--- config.mk ---
export PLATFORM = sky130hd
export DESIGN_NAME = motor_pwm_reload
export DESIGN_NICKNAME = d
export VERILOG_FILES = /design/src/rtl/pwmr_pkg.sv /design/src/rtl/pwmr_prescale.sv /design/src/rtl/pwmr_phase.sv /design/src/rtl/pwmr_level.sv /design/src/rtl/motor_pwm_reload.sv
export SDC_FILE = /design/constraint.sdc
export NUM_CORES = 1
export LEC_CHECK = 0
export ABC_AREA = 1
export BUFFER_PORTS_ARGS = -buffer_cell sky130_fd_sc_hd__buf_2
export CAP_MARGIN = 10
export CORE_ASPECT_RATIO = 0.5
export CORE_MARGIN = 2
export CORE_UTILIZATION = 34
export CTS_CLUSTER_SIZE = 28
export DETAILED_ROUTE_END_ITERATION = 7
export SYNTH_ARGS = -nofsm -noshare
export SYNTH_HDL_FRONTEND = slang
export SYNTH_HIERARCHICAL = 1
export SYNTH_SLANG_ARGS = --single-unit
--- constraint.sdc ---
create_clock -name clk -period 2.4 [get_ports clk]
set_input_delay 0.12 -clock clk [delete_from_list [all_inputs] [get_ports clk]]
set_output_delay 0.12 -clock clk [all_outputs]
set_load 0.005 [all_outputs]
--- src/rtl/pwmr_pkg.sv ---
package pwmr_pkg;

    localparam int PHASE_W = 7;
    localparam int SEL_W   = 3;

    // Timing pulses passed from the prescaler and phase counter
    typedef struct packed {
        logic tick;
        logic strobe;
    } pwmr_timing_t;

    // Full-scale adjusted load value: all-ones fraction maps to 2**phase_w
    function automatic int pwmr_load(input int frac, input int phase_w);
        if (frac == (1 << phase_w) - 1)
            return 1 << phase_w;
        return frac;
    endfunction

    // Terminal count of the prescaler for a given tap select
    function automatic int pwmr_limit(input int sel);
        return (1 << sel) - 1;
    endfunction

endpackage

--- src/rtl/pwmr_prescale.sv ---
module pwmr_prescale
    import pwmr_pkg::*;
#(
    parameter int SW = SEL_W
) (
    input  logic          clk,
    input  logic          rst,
    input  logic [SW-1:0] rate_sel_i,
    input  logic          strobe_i,
    output logic          tick_o
);
    localparam int PW = (1 << SW) - 1;

    logic [SW-1:0] rate_q;
    logic [PW-1:0] pre_q;
    logic [PW-1:0] limit;

    always_comb begin
        limit  = PW'(pwmr_limit(int'(rate_q)));
        tick_o = (pre_q == limit);
    end

    always_ff @(posedge clk) begin
        if (rst) begin
            pre_q  <= '0;
            rate_q <= '0;
        end else begin
            if (tick_o) pre_q <= '0;
            else        pre_q <= pre_q + 1'b1;
            if (strobe_i) rate_q <= rate_sel_i;
        end
    end

    // rate select only taken at the period boundary
    a_r7_rate_hold: assert property (@(posedge clk) disable iff (rst)
        !strobe_i |=> $stable(rate_q));

    // prescaler never passes its terminal count
    a_r2_pre_bound: assert property (@(posedge clk) disable iff (rst)
        pre_q <= limit);

endmodule

--- src/rtl/pwmr_phase.sv ---
module pwmr_phase
    import pwmr_pkg::*;
#(
    parameter int PHW = PHASE_W
) (
    input  logic clk,
    input  logic rst,
    input  logic tick_i,
    output logic strobe_o
);
    logic [PHW-1:0] phase_q;

    always_comb strobe_o = tick_i && (phase_q == {PHW{1'b1}});

    always_ff @(posedge clk) begin
        if (rst)         phase_q <= '0;
        else if (tick_i) phase_q <= phase_q + 1'b1;
    end

    // the strobe closes a period and the phase restarts at zero
    a_r2_strobe_wrap: assert property (@(posedge clk) disable iff (rst)
        strobe_o |=> (phase_q == '0));

    a_r2_phase_idle: assert property (@(posedge clk) disable iff (rst)
        !tick_i |=> $stable(phase_q));

endmodule

--- src/rtl/pwmr_level.sv ---
module pwmr_level
    import pwmr_pkg::*;
#(
    parameter int PHW = PHASE_W
) (
    input  logic         clk,
    input  logic         rst,
    input  pwmr_timing_t tim_i,
    input  logic [PHW:0] code_i,
    output logic         active_o
);
    localparam int CW = PHW + 1;

    logic [CW-1:0] lvl_q;
    logic          do_load;
    logic [CW-1:0] load_val;

    always_comb begin
        do_load  = tim_i.tick && tim_i.strobe && code_i[PHW];
        load_val = CW'(pwmr_load(int'(code_i[PHW-1:0]), PHW));
        active_o = (lvl_q != '0);
    end

    always_ff @(posedge clk) begin
        if (rst) begin
            lvl_q <= '0;
        end else if (do_load) begin
            lvl_q <= load_val;
        end else if (tim_i.tick && lvl_q != '0) begin
            lvl_q <= lvl_q - 1'b1;
        end
    end

    // count halts at zero
    a_r9_no_wrap: assert property (@(posedge clk) disable iff (rst)
        (tim_i.tick && !do_load && lvl_q == '0) |=> (lvl_q == '0));

    // one step down per tick between loads
    a_r3_one_step: assert property (@(posedge clk) disable iff (rst)
        (tim_i.tick && !do_load && lvl_q != '0) |=> (lvl_q == $past(lvl_q) - 1'b1));

    // a clear gate bit blocks the reload
    a_r5_gate_off: assert property (@(posedge clk) disable iff (rst)
        (tim_i.strobe && !code_i[PHW] && lvl_q == '0) |=> (lvl_q == '0));

    // level never exceeds one full period
    a_r3_max_level: assert property (@(posedge clk) disable iff (rst)
        lvl_q <= CW'(1 << PHW));

    // level only moves on ticks
    a_r6_hold_between: assert property (@(posedge clk) disable iff (rst)
        !tim_i.tick |=> $stable(lvl_q));

endmodule

--- src/rtl/motor_pwm_reload.sv ---
module motor_pwm_reload
    import pwmr_pkg::*;
#(
    parameter int PHW = PHASE_W,
    parameter int SW  = SEL_W
) (
    input  logic          clk,
    input  logic          rst,
    input  logic [PHW:0]  code_i,
    input  logic [SW-1:0] rate_sel_i,
    output logic          pwm_o,
    output logic          pwm_n_o
);
    pwmr_timing_t tim;
    logic         active;

    pwmr_prescale #(.SW(SW)) u_pre (
        .clk       (clk),
        .rst       (rst),
        .rate_sel_i(rate_sel_i),
        .strobe_i  (tim.strobe),
        .tick_o    (tim.tick)
    );

    pwmr_phase #(.PHW(PHW)) u_phase (
        .clk     (clk),
        .rst     (rst),
        .tick_i  (tim.tick),
        .strobe_o(tim.strobe)
    );

    pwmr_level #(.PHW(PHW)) u_level (
        .clk     (clk),
        .rst     (rst),
        .tim_i   (tim),
        .code_i  (code_i),
        .active_o(active)
    );

    always_comb begin
        pwm_o   = active;
        pwm_n_o = !active;
    end

    // output off right after reset
    a_r1_reset_off: assert property (@(posedge clk)
        $past(rst) |-> !pwm_o);

    // output only changes on a tick
    a_r6_edge_on_tick: assert property (@(posedge clk) disable iff (rst)
        !tim.tick |=> $stable(pwm_o));

endmodule

==> flow_summary.toml <==
[synthesis]
synthCells = 238
yosysUniqueCellTypes = 25
yosys.area_share.simple_pct = 43.3
ys_ff_latch = 25
synth-seq-area-share_pct = 31.9
synthMuxAreaShare_pct = 0
synth_fa_ha_area_share_pct = 2.39
yosys_warnings = 6
syn_area_per_cell_um2 = 6.59
synth_top_family_by_area = "simple AND/OR/NAND/NOR gates"
synthXorXnorAreaFrac_pct = 2.79
syn_area_um2 = 1570
synth_compound_area_share_pct = 9.74
syn-num-nets = 254

[critical_path]
critPathKind = "register to register"
worstPathRequired_ps = 2610
endpoint_kind = "register"
crit_arrival_ps = 2360
reg2reg_depth = 17
rr_startpoint = "u_pre/rate_q[2]$_SDFFE_PP0P_"
r2r_slack_ps = 250
worstReg2RegEnd = "u_level/lvl_q[2]$_SDFFE_PP0P_"
cp_max_fo = 9
startpoint = "u_pre/rate_q[2]$_SDFFE_PP0P_"
critPathLaunchType = "register"
worstSetupEndpoint = "u_level/lvl_q[2]$_SDFFE_PP0P_"

[die]
die_area_um2 = 5200
io_pins = 15
chipHeight_um = 52.0
coreArea_um2 = 4420
row_count = 17
start_util_pct = 35.4
die_width_um = 100

[finish]
post-route-util_pct = 39.9
stdcell_count = 313
final_common_cell = "nand2_1"
layout_common_cells = "54 x nand2_1, 40 x nor2_1, 25 x inv_1"
fin_nets = 273
drive_gt1_share_pct = 21.1
antenna_cells = 0
area_growth_pct = 12.7

[global_routing]
grt_max_degree = 15
globalRouteOverflowTotal = 0
grt_pass1_wl_mm = 5.67
grt_usage_pct = 13.5
grt_pass1_vias = 1329
antenna_found_initial = 0

[detailed_routing]
routed_wl_mm = 3.15
wire_per_inst_um = 10.1
first_iter_violations = 44
first_pass_iters = 4
vias = 1468
antenna_left = 0
drc = 0
vias_per_cell = 4.69

[cts]
cts_hold_buf = 0
cts.sinks = 25
path_clk_slew_ps = 90
cts_buffers = 3
cts.htree.levels = 1
insertion_delay_ps = 270
clockBufferDepth = 2
cts_tree = "done"
cts-root-buf = "clkbuf_8"

[sta]
finalSetupViolCount = 0
min_period_over_period_pct = 89.6
max_slew.worst_pin.slew_ps = 353
maxSlewHeadroom_pct = 76.5
rsz0062_at_grt = "no"
final.setup.worst_slack_ps = 251
finalHoldViolCount = 0
max_freq_mhz = 465
slew_violations = 0
clock_skew_ps = 1.67
tns_ps = 0
timing.final.crit_period_ps = 2150

[placement]
placed_cells = 307
dp_hpwl_mm = 2.47
place_ws_ps = 49.3
gp_congestion = 0.809
io_buffers = 14

[power_and_ir_drop]
ir_drop_mv = 0.450
fin_total_pwr_uw = 1350
p_leak_uw = 0.000830
power_density_nw_per_um2 = 767

[run]
drv_cap = 0

[min_path]
hold_path_class = "input pin to register"

[outcome]
outcome = "complete, no violations"
==> sequential cells by signal (all words and copies together) (netlist names) <==
signal	count
u_pre/pre_q	7
u_level/lvl_q	8
u_pre/rate_q	3
u_phase/phase_q	7
==> through the flow <==
stage | hold WS, ps | area [um2]
global placement | 329 | 1700
global route | 40.7 | 1770
floorplan | 182 | 1570
finish | 55.8 | 1770
CTS | 35.5 | 1740
detailed placement | 337 | 1700
==> timing repair <==
| action | 4_1_cts | 5_1_grt |
|---|---|---|
| endpoints found under the setup margin | 0 | 8 |
| setup buffers | 0 | 2 |
| hold endpoints to repair | 0 | 0 |
| resized for setup | 0 | 6 |
==> cells by family (layout without fill, tap and decap cells) <==
| family | Yosys count | in the layout |
|---|---|---|
| XOR/XNOR | 5 | 5 |
| adder cells (fa/ha/maj) | 3 | 3 |
| AO/OA/AOI/OAI | 27 | 27 |
| flip-flops | 25 | 25 |
| AND/OR/NAND/NOR | 144 | 144 |
| buffers and inverters | 34 | 52 |
==> metal layers <==
metal / up-vias / wire (um) / GRT usage, %
li1: 779 / - / -
met1: 662 / 1530 / 16.5
met2: 27 / 1510 / 25.0
met3: 0 / 105 / 2.42
met4: 0 / 0 / 3.42
met5: - / 0 / 0
==> synth_stat cells, drive strengths merged <==
master	number	area share, %
nand2	64	18
nor2	49	14
and2	1	0.56
xnor2	1	0.56
o21ai	13	4.1
o211a	1	0.64
ha	3	2.4
dfxtp	25	32
buf	4	2.6
nand4	1	0.40
a21oi	11	4.0
nor3	3	0.96
nand3	26	9.3
inv	30	7.2
o21bai	2	0.96
xor2	4	2.2
==> power breakdown <==
group | total, uW | internal (uW) | switching [uW]
registers | 532 | 468 | 63.6
clock network | 250 | 116 | 134
logic | 572 | 230 | 343
total | 1350 | 814 | 541
==> worst min-delay path by stage <==
stage / start / endpoint / slack, ps / depth (start not counted)
CTS: rst / u_level/lvl_q[2]$_SDFFE_PP0P_ / 40 / 2
detailed placement: rst / u_level/lvl_q[2]$_SDFFE_PP0P_ / 340 / 2
floorplan: rst / u_level/lvl_q[2]$_SDFFE_PP0P_ / 180 / 1
finish: rst / u_level/lvl_q[2]$_SDFFE_PP0P_ / 60 / 2
global placement: rst / u_level/lvl_q[2]$_SDFFE_PP0P_ / 330 / 2
global route: rst / u_level/lvl_q[2]$_SDFFE_PP0P_ / 40 / 2
==> critical path, cell delays in order, from the launching register on <==
cell	delay (ps)
dfxtp_4	420
nand2_1	90
nand3_1	90
nand2_1	60
nor2_1	110
nand3_2	120
inv_1	100
nand2_2	80
nor2_2	100
nand3_1	110
inv_2	90
nand2_2	80
nor2_4	180
buf_12	140
nand3_1	80
nand2_1	70
nand2_1	60
a21oi_2	110
==> area by class of cell <==
cell class,instances,area (um2)
inverter,30,113
clock buffer,3,41.3
fill,480,2660
multi-input combinational,179,916
tap,57,71.3
clock inverter,1,5.00
timing repair buffer,18,113
sequential,25,508
(Power assumes the default switching activity.)
